## src/rtl/xmb_pkg.sv

```systemverilog
package xmb_pkg;

   typedef enum logic [1:0] {
      PH_IDLE   = 2'd0,
      PH_SETUP  = 2'd1,
      PH_STROBE = 2'd2,
      PH_HOLD   = 2'd3
   } xmb_phase_e;

   function automatic int xmb_max(input int a, input int b);
      return (a > b) ? a : b;
   endfunction

endpackage

```

## src/rtl/xmb_req_latch.sv

```systemverilog
module xmb_req_latch #(
   parameter int ADDR_W = 16,
   parameter int DATA_W = 16,
   parameter int WS_W   = 4
) (
   input  logic              clk,
   input  logic              rst_n,
   input  logic              take,
   input  logic              in_write,
   input  logic              in_prog,
   input  logic [ADDR_W-1:0] in_addr,
   input  logic [DATA_W-1:0] in_wdata,
   input  logic [WS_W-1:0]   in_ws,
   output logic              q_write,
   output logic              q_prog,
   output logic [ADDR_W-1:0] q_addr,
   output logic [DATA_W-1:0] q_wdata,
   output logic [WS_W-1:0]   q_ws
);

   always_ff @(posedge clk or negedge rst_n) begin
      if (!rst_n) begin
         q_write <= 1'b0;
         q_prog  <= 1'b0;
         q_addr  <= '0;
         q_wdata <= '0;
         q_ws    <= '0;
      end else if (take) begin
         q_write <= in_write;
         q_prog  <= in_prog;
         q_addr  <= in_addr;
         q_wdata <= in_wdata;
         q_ws    <= in_ws;
      end
   end

endmodule

```

## src/rtl/xmb_sequencer.sv

```systemverilog
module xmb_sequencer
   import xmb_pkg::*;
#(
   parameter int WS_W      = 4,
   parameter int SETUP_CYC = 1,
   parameter int HOLD_CYC  = 1
) (
   input  logic            clk,
   input  logic            rst_n,
   input  logic            start,
   input  logic [WS_W-1:0] ws_val,
   output xmb_phase_e      phase,
   output logic            strobe_last
);

   localparam int FIX_MAX = xmb_max(SETUP_CYC, HOLD_CYC);
   localparam int FIX_W   = xmb_max($clog2(FIX_MAX), 1);
   localparam int CNT_W   = xmb_max(FIX_W, WS_W);
   localparam logic [CNT_W-1:0] SETUP_LD = CNT_W'(SETUP_CYC - 1);
   localparam logic [CNT_W-1:0] HOLD_LD  = CNT_W'(HOLD_CYC - 1);

   logic [CNT_W-1:0] cnt;
   logic             at_zero;

   assign at_zero     = (cnt == '0);
   assign strobe_last = (phase == PH_STROBE) && at_zero;

   always_ff @(posedge clk or negedge rst_n) begin
      if (!rst_n) begin
         phase <= PH_IDLE;
         cnt   <= '0;
      end else begin
         case (phase)
            PH_IDLE: begin
               if (start) begin
                  phase <= PH_SETUP;
                  cnt   <= SETUP_LD;
               end
            end
            PH_SETUP: begin
               if (at_zero) begin
                  phase <= PH_STROBE;
                  cnt   <= CNT_W'(ws_val);
               end else begin
                  cnt <= cnt - 1'b1;
               end
            end
            PH_STROBE: begin
               if (at_zero) begin
                  phase <= PH_HOLD;
                  cnt   <= HOLD_LD;
               end else begin
                  cnt <= cnt - 1'b1;
               end
            end
            default: begin
               if (at_zero) begin
                  phase <= PH_IDLE;
               end else begin
                  cnt <= cnt - 1'b1;
               end
            end
         endcase
      end
   end

endmodule

```

## src/rtl/xmb_pin_drive.sv

```systemverilog
module xmb_pin_drive
   import xmb_pkg::*;
#(
   parameter int ADDR_W    = 16,
   parameter int DATA_W    = 16,
   parameter bit PARK_ADDR = 1'b0
) (
   input  xmb_phase_e        phase,
   input  logic              q_write,
   input  logic              q_prog,
   input  logic [ADDR_W-1:0] q_addr,
   input  logic [DATA_W-1:0] q_wdata,
   output logic [ADDR_W-1:0] bus_addr,
   output logic              bus_prog_n,
   output logic              bus_data_n,
   output logic              bus_rd_n,
   output logic              bus_wr_n,
   output logic [DATA_W-1:0] bus_dout,
   output logic              bus_doe
);

   logic busy;
   logic strobing;

   assign busy     = (phase != PH_IDLE);
   assign strobing = (phase == PH_STROBE);

   always_comb begin
      bus_prog_n = ~(busy & q_prog);
      bus_data_n = ~(busy & ~q_prog);
      bus_rd_n   = ~(strobing & ~q_write);
      bus_wr_n   = ~(strobing & q_write);
      bus_doe    = q_write & (strobing | (phase == PH_HOLD));
      bus_dout   = bus_doe ? q_wdata : '0;
   end

   generate
      if (PARK_ADDR) begin : g_park
         assign bus_addr = busy ? q_addr : '0;
      end else begin : g_keep
         assign bus_addr = q_addr;
      end
   endgenerate

endmodule

```

## src/rtl/xmb_rd_capture.sv

```systemverilog
module xmb_rd_capture #(
   parameter int DATA_W     = 16,
   parameter bit RESET_DATA = 1'b1
) (
   input  logic              clk,
   input  logic              rst_n,
   input  logic              sample,
   input  logic [DATA_W-1:0] din,
   output logic              rsp_valid,
   output logic [DATA_W-1:0] rsp_rdata
);

   always_ff @(posedge clk or negedge rst_n) begin
      if (!rst_n) rsp_valid <= 1'b0;
      else        rsp_valid <= sample;
   end

   generate
      if (RESET_DATA) begin : g_rst
         always_ff @(posedge clk or negedge rst_n) begin
            if (!rst_n)      rsp_rdata <= '0;
            else if (sample) rsp_rdata <= din;
         end
      end else begin : g_norst
         always_ff @(posedge clk) begin
            if (sample) rsp_rdata <= din;
         end
      end
   endgenerate

endmodule

```

## src/rtl/xmb_bridge.sv

```systemverilog
module xmb_bridge
   import xmb_pkg::*;
#(
   parameter int ADDR_W     = 16,
   parameter int DATA_W     = 16,
   parameter int WS_W       = 4,
   parameter int SETUP_CYC  = 1,
   parameter int HOLD_CYC   = 1,
   parameter bit PARK_ADDR  = 1'b0,
   parameter bit RESET_DATA = 1'b1
) (
   input  logic              clk,
   input  logic              rst_n,
   input  logic              req_valid,
   output logic              req_ready,
   input  logic              req_write,
   input  logic              req_prog,
   input  logic [ADDR_W-1:0] req_addr,
   input  logic [DATA_W-1:0] req_wdata,
   input  logic [WS_W-1:0]   wait_states,
   output logic              rsp_valid,
   output logic [DATA_W-1:0] rsp_rdata,
   output logic [ADDR_W-1:0] bus_addr,
   output logic              bus_prog_n,
   output logic              bus_data_n,
   output logic              bus_rd_n,
   output logic              bus_wr_n,
   output logic [DATA_W-1:0] bus_dout,
   output logic              bus_doe,
   input  logic [DATA_W-1:0] bus_din
);

   initial begin
      if (ADDR_W < 1 || DATA_W < 1 || WS_W < 1)
         $fatal(1, "xmb_bridge: widths must be at least 1");
      if (SETUP_CYC < 1 || HOLD_CYC < 1)
         $fatal(1, "xmb_bridge: setup and hold lengths must be at least 1");
   end

   xmb_phase_e        phase;
   logic              strobe_last;
   logic              take;
   logic              q_write;
   logic              q_prog;
   logic [ADDR_W-1:0] q_addr;
   logic [DATA_W-1:0] q_wdata;
   logic [WS_W-1:0]   q_ws;

   assign req_ready = (phase == PH_IDLE);
   assign take      = req_valid & req_ready;

   xmb_req_latch #(.ADDR_W(ADDR_W), .DATA_W(DATA_W), .WS_W(WS_W)) u_latch (
      .clk      (clk),
      .rst_n    (rst_n),
      .take     (take),
      .in_write (req_write),
      .in_prog  (req_prog),
      .in_addr  (req_addr),
      .in_wdata (req_wdata),
      .in_ws    (wait_states),
      .q_write  (q_write),
      .q_prog   (q_prog),
      .q_addr   (q_addr),
      .q_wdata  (q_wdata),
      .q_ws     (q_ws)
   );

   xmb_sequencer #(.WS_W(WS_W), .SETUP_CYC(SETUP_CYC), .HOLD_CYC(HOLD_CYC)) u_seq (
      .clk         (clk),
      .rst_n       (rst_n),
      .start       (take),
      .ws_val      (q_ws),
      .phase       (phase),
      .strobe_last (strobe_last)
   );

   xmb_pin_drive #(.ADDR_W(ADDR_W), .DATA_W(DATA_W), .PARK_ADDR(PARK_ADDR)) u_pins (
      .phase      (phase),
      .q_write    (q_write),
      .q_prog     (q_prog),
      .q_addr     (q_addr),
      .q_wdata    (q_wdata),
      .bus_addr   (bus_addr),
      .bus_prog_n (bus_prog_n),
      .bus_data_n (bus_data_n),
      .bus_rd_n   (bus_rd_n),
      .bus_wr_n   (bus_wr_n),
      .bus_dout   (bus_dout),
      .bus_doe    (bus_doe)
   );

   xmb_rd_capture #(.DATA_W(DATA_W), .RESET_DATA(RESET_DATA)) u_cap (
      .clk       (clk),
      .rst_n     (rst_n),
      .sample    (strobe_last & ~q_write),
      .din       (bus_din),
      .rsp_valid (rsp_valid),
      .rsp_rdata (rsp_rdata)
   );

endmodule

```

## config.mk

```make
export PLATFORM = sky130hd
export DESIGN_NAME = xmb_bridge
export DESIGN_NICKNAME = d
export VERILOG_FILES = /design/src/rtl/xmb_pkg.sv /design/src/rtl/xmb_req_latch.sv /design/src/rtl/xmb_sequencer.sv /design/src/rtl/xmb_pin_drive.sv /design/src/rtl/xmb_rd_capture.sv /design/src/rtl/xmb_bridge.sv
export SDC_FILE = /design/constraint.sdc
export NUM_CORES = 1
export LEC_CHECK = 0
export ABC_AREA = 1
export CORE_UTILIZATION = 44
export CTS_CLUSTER_SIZE = 28
export DETAILED_ROUTE_END_ITERATION = 16
export PLACE_DENSITY_LB_ADDON = 0.05
export REMOVE_ABC_BUFFERS = 1
export SLEW_MARGIN = 10
export SYNTH_ARGS = -nofsm -noshare
export SYNTH_HDL_FRONTEND = slang
export SYNTH_SLANG_ARGS = --single-unit
```

## constraint.sdc

```tcl
create_clock -name clk -period 3.85 [get_ports clk]
set_clock_uncertainty 0.2 [all_clocks]
set_input_delay 0.385 -clock clk [delete_from_list [all_inputs] [get_ports clk]]
set_output_delay 0.385 -clock clk [all_outputs]
set_load 0.005 [all_outputs]
```

After elaboration in Yosys (flattened, before gate mapping) --
Cells that the tools add are included.
Word-level totals: logic and storage cells 49, input port bits 57, register bits after elaboration 61
Cells by class: bitwise operators 14, $add $sub $neg 1, eq/ne operators 7, reductions and logical operators 7, multiplexer cells 11
Operator list (count):
- $mux W16 | 1
- $mux W4 | 4
- $pmux W4 S3 | 1
- $mux W2 | 4
- $and A1 B1 Y1 | 7
- $not A1 Y1 | 6
- $pmux W2 S3 | 1
- $eq A2 B2 Y1 const B | 2
- $logic_not A4 Y1 | 1
- $ne A2 B1 Y1 const B | 2
- $ne A4 B3 Y1 const B | 1
- $reduce_and A4 Y1 | 1
- $reduce_bool A2 Y1 | 2
- $sub A4 B1 Y4 const B | 1
- $eq A2 B1 Y1 const B | 1
- $logic_not A2 Y1 | 1
- $ne A2 B2 Y1 const B | 1
- $reduce_and A2 Y1 | 1
- $logic_and A1 B1 Y1 | 1
- $or A1 B1 Y1 | 1

Logic depth before layout (Yosys ltp) --
word-level depth 4, mapped depth 9, mapped depth without buffers 9

Hierarchy --
From an unflattened synthesis, not the netlist that was laid out.
Unflattened totals: cell total of the unflattened synthesis 364, area, all modules 2956.6 um2
Modules (own cells, without submodules):
- xmb_req_latch | seq. area each 950.9 um2, area each 1452.6 um2, cells each 161, times used 1
- xmb_rd_capture | seq. area each 425.4 um2, area each 669.4 um2, cells each 69, times used 1
- xmb_sequencer | seq. area each 150.1 um2, area each 475.5 um2, cells each 69, times used 1
- xmb_pin_drive | seq. area each 0.0 um2, area each 324.1 um2, cells each 57, times used 1
- xmb_bridge | seq. area each 0.0 um2, area each 35.0 um2, cells each 8, times used 1

Worst setup path after synthesis --
OpenSTA, ideal clock, no wires.
path type register to output, from register u_seq.phase[0], to output bus_dout[10], arrival 1.258 ns, buffers on the path 1, required time 3.265 ns, slack 2.007 ns, cell stages (with the launch flop) 6, cell sequence dfrtp_1 inv_1 ha_1 o21ai_2 buf_2 nor2_1
On the way: word-level cells in the longest chain between the ends 4, elaborated cells on any way between the ends 5
Ends and longest elaborated chain:
- start, declared | RTL line xmb_sequencer.sv:12 | output xmb_phase_e phase,
- start signal, assigned | RTL line xmb_sequencer.sv:30 | phase <= PH_IDLE;
- start signal, assigned | RTL line xmb_sequencer.sv:36 | phase <= PH_SETUP;
- start signal, assigned | RTL line xmb_sequencer.sv:42 | phase <= PH_STROBE;
- $eq A2 B2 Y1 (on tied branches) | RTL line xmb_pin_drive.sv:26, xmb_pin_drive.sv:33
- $or A1 B1 Y1 (*) | RTL line xmb_pin_drive.sv:33 | bus_doe = q_write & (strobing | (phase == PH_HOLD));
- $and A1 B1 Y1 (*) | RTL line xmb_pin_drive.sv:33
- $mux W16 (*) | RTL line xmb_pin_drive.sv:34 | bus_dout = bus_doe ? q_wdata : '0;
- end, declared | RTL line xmb_bridge.sv:28 | output logic [DATA_W-1:0] bus_dout,
Mark *: on every way between the ends. The rest lies on a longest branch, timed or not.

Final worst setup path --
from register u_seq.phase[0], to output bus_dout[3]
The elaborated chain is that of the path after synthesis.

==> results.md <==
- Outcome: complete, no violations
- CP max FO: 17
- Worst skew pair latency: approximately 0.33 ns
- First-pass GRT wire length: around 9300 microns
- Placeable Area: 6310 sq um
- CP Capture Type: output pin
- Antenna diode count: 0
- Fmax: between 0.3 and 0.4 GHz
- Final Max Slew Viols: 0
- Hold Slack: ~0.28 ns
- Avg Cell Area, Syn: 10.1 sq um
- Nets: between 400 and 500
- Pleak: 2.07 nW
- Fin crit period: between 2 and 3 ns
- Tot Pwr: 3.41 mW
- Largest net degree at the start of global routing: 55
- Final Hold Vio Count: 0
- Seq/Total Area, Yosys: 0.533
- Initial antenna violation count: 0
- Post-route cell area: about 4200 sq um
- WP data required: approximately 3.3 ns
- Avg WL per Cell: 12.8 microns
- Row count: 29
- Total CTS buffers: 9
- Max cap viols: 0
- Critical path arrival: roughly 2.3 ns
- Root Buffer: clkbuf_8
- IO buf count: around 110
- Yosys warns: 0
- GRT Util Overall: 0.188
- Die X-Extent: just over 80 microns
- Post-DR vias/cell: ~4.6
- Post-route ant nets: 0
- Area delta synth->final: 46.8%
- Post-CTS sizing: 0
- Via count: 2217
- TritonCTS clock tree: done
- Worst-path clk slew: around 0.070 ns
- DP HPWL: approximately 4300 microns
- Tightest Pin Transition: between 0.7 and 0.8 ns
- Startpoint Class: flop
- Synth Cell Area: approximately 2900 sq um
- Synth Instances: approximately 280
- RSZ-0062 raised after global routing: false
- Seq cells post-synth: between 60 and 70
- PD cells: 812 nW/um^2
- Placed inst area: between 3000 and 4000 sq um
- IO Pins: 112
- Vias in the first global route: 2074
- Worst vdd ir: 0.494 mV
- CTS sink count: just over 60
- Initial Util: 0.453
- Filler instances: 541
- Hold Path Cell Cnt: 2
- Setup violators final: 0
- Placer Congestion: 0.794
- GR Overflow Total: 0
- CP Class: flop to output pin
- Pre-antenna DRT Iters: 4
- Die H: ~83 microns
- Die Area: roughly 6800 sq um
- Period utilization: 0.744
- Sum of negative setup slack: 0 ns
- FF-to-FF path depth: 4
- First DRT Iteration DRCs: 78
- Layout cell share with drive strength beyond 1: 0.173
- Max_slew headroom: 0.482
- Remaining DRCs: 0
- Routed WL: 6170 microns
- Clk buf depth: 2
- Netlist cell types: 29
- Hold Path Class: flop to flop
- H-Tree Depth: 3
per-stage QoR:
step | worst slack [ns] | utilization | std cells
6_report | 0.986 | 0.665 | 481
5_1_grt | 0.752 | 0.665 | 481
4_1_cts | 0.943 | 0.665 | 481
3_5_place_dp | 1.31 | 0.633 | 464
3_3_place_gp | 1.42 | 0.633 | 464
2_1_floorplan | 1.92 | - | 275
area by class of cell:
class / count / area [sq um] / share of cell area
inverters: 31 / 124 / 0.0295
well taps: 77 / 96.3 / 0.0229
flip-flops and latches: 61 / 1530 / 0.363
clock buffers: 12 / 145 / 0.0345
repair buffers: 113 / 1120 / 0.267
clock inverters: 4 / 47.5 / 0.0113
multi-input cells: 183 / 1140 / 0.271
cell families after synthesis:
| family | share of synthesized area |
|---|---|
| AOI/OAI and AO/OA | 0.0494 |
| muxes | 0.109 |
| and+or+nand+nor | 0.209 |
| adders and majority gates | 0.0306 |
| DFF | 0.533 |
| buffers and inverters | 0.0691 |
cell usage after synthesis, drive strengths merged:
master  number  area share
ha           7       0.031
nor2        45       0.068
nand3b       1      0.0026
buf          6       0.023
inv         31       0.043
nand2       80        0.12
dfrtp       61        0.53
a21oi       17       0.043
mux2        22        0.11
clkbuf       2      0.0026
nand3        7       0.014
o21ai        3      0.0066
or2          1      0.0022
registers in the layout, summed over array words and instances (netlist names):
name,count
u_seq.cnt,4
u_latch.q_ws,4
u_cap.rsp_rdata,16
u_latch.q_addr,16
u_latch.q_wdata,16
u_latch.q_write,1
u_cap.rsp_valid,1
u_latch.q_prog,1
u_seq.phase,2
layout by cell type (no fill, tap or decap):
| master | synthesis | final |
|---|---|---|
| clkdlybuf4s50_1 | 0 | 110 |
| nand2_1 | 68 | 68 |
| dfrtp_1 | 61 | 61 |
| nor2_1 | 42 | 42 |
| inv_1 | 27 | 27 |
| mux2_4 | 17 | 17 |
| nand2_2 | 10 | 10 |
| a21oi_2 | 10 | 10 |
| clkbuf_8 | 0 | 10 |
| a21oi_1 | 7 | 7 |
| ha_1 | 7 | 7 |
| nand3_1 | 6 | 6 |
| mux2_2 | 5 | 5 |
| inv_2 | 2 | 2 |
| o21ai_0 | 2 | 2 |
| clkbuf_1 | 2 | 2 |
| clkinv_2 | 0 | 2 |
| o21ai_2 | 1 | 1 |
| nor2_8 | 1 | 1 |
| or2_2 | 1 | 1 |
| nor2_4 | 1 | 1 |
| inv_4 | 1 | 1 |
| nand2_8 | 1 | 1 |
| inv_6 | 1 | 1 |
| nand2_4 | 1 | 1 |
| nand3_2 | 1 | 1 |
| nor2_2 | 1 | 1 |
| nand3b_1 | 1 | 1 |
| clkinvlp_4 | 0 | 1 |
| bufinv_16 | 0 | 1 |
| dlygate4sd3_1 | 0 | 1 |
| buf_2 | 1 | 1 |
| buf_4 | 1 | 1 |
final timing paths:
| path | startpoint | to | slack (ns) |
|---|---|---|---|
| worst max register to register | u_seq.phase[0] | u_latch.q_addr[2] | 1.69 |
| worst max-delay path | u_seq.phase[0] | bus_dout[3] | 0.99 |
| min in group asynchronous | rst_n | u_seq.cnt[3] | 0.38 |
| worst min register to register | u_cap.rsp_rdata[6] | u_cap.rsp_rdata[6] | 0.28 |
| max in group asynchronous | rst_n | u_latch.q_write | 2.20 |
| worst min-delay path | u_cap.rsp_rdata[6] | u_cap.rsp_rdata[6] | 0.28 |
per-layer routing:
| metal | share of wire | global-route usage | up-vias |
|---|---|---|---|
| met3 | 0.088 | 0.0967 | 7 |
| li1 | - | - | 1099 |
| met4 | 0.011 | 0.0569 | 0 |
| met2 | 0.47 | 0.297 | 69 |
| met1 | 0.43 | 0.222 | 1042 |
| met5 | 0 | 0 | - |
worst max-delay path, cell delays in order, from the launching register on:
cell	delay, ns
dfrtp_1	0.42
inv_1	0.09
ha_1	0.27
o21ai_2	0.59
nor2_1	0.09
clkdlybuf4s50_1	0.47
repair_timing:
action	CTS	global route
setup buffers	0	0
setup endpoints to repair	0	0
hold buffers	1	0
hold endpoints to repair	26	0
power by group:
group	total (mW)	internal [mW]	leakage (nW)	switching, mW
sequential	1.13	0.956	0.716	0.170
combinational	1.73	0.977	1.26	0.748
clock	0.560	0.315	0.0964	0.245
(Power assumes the default switching activity.)
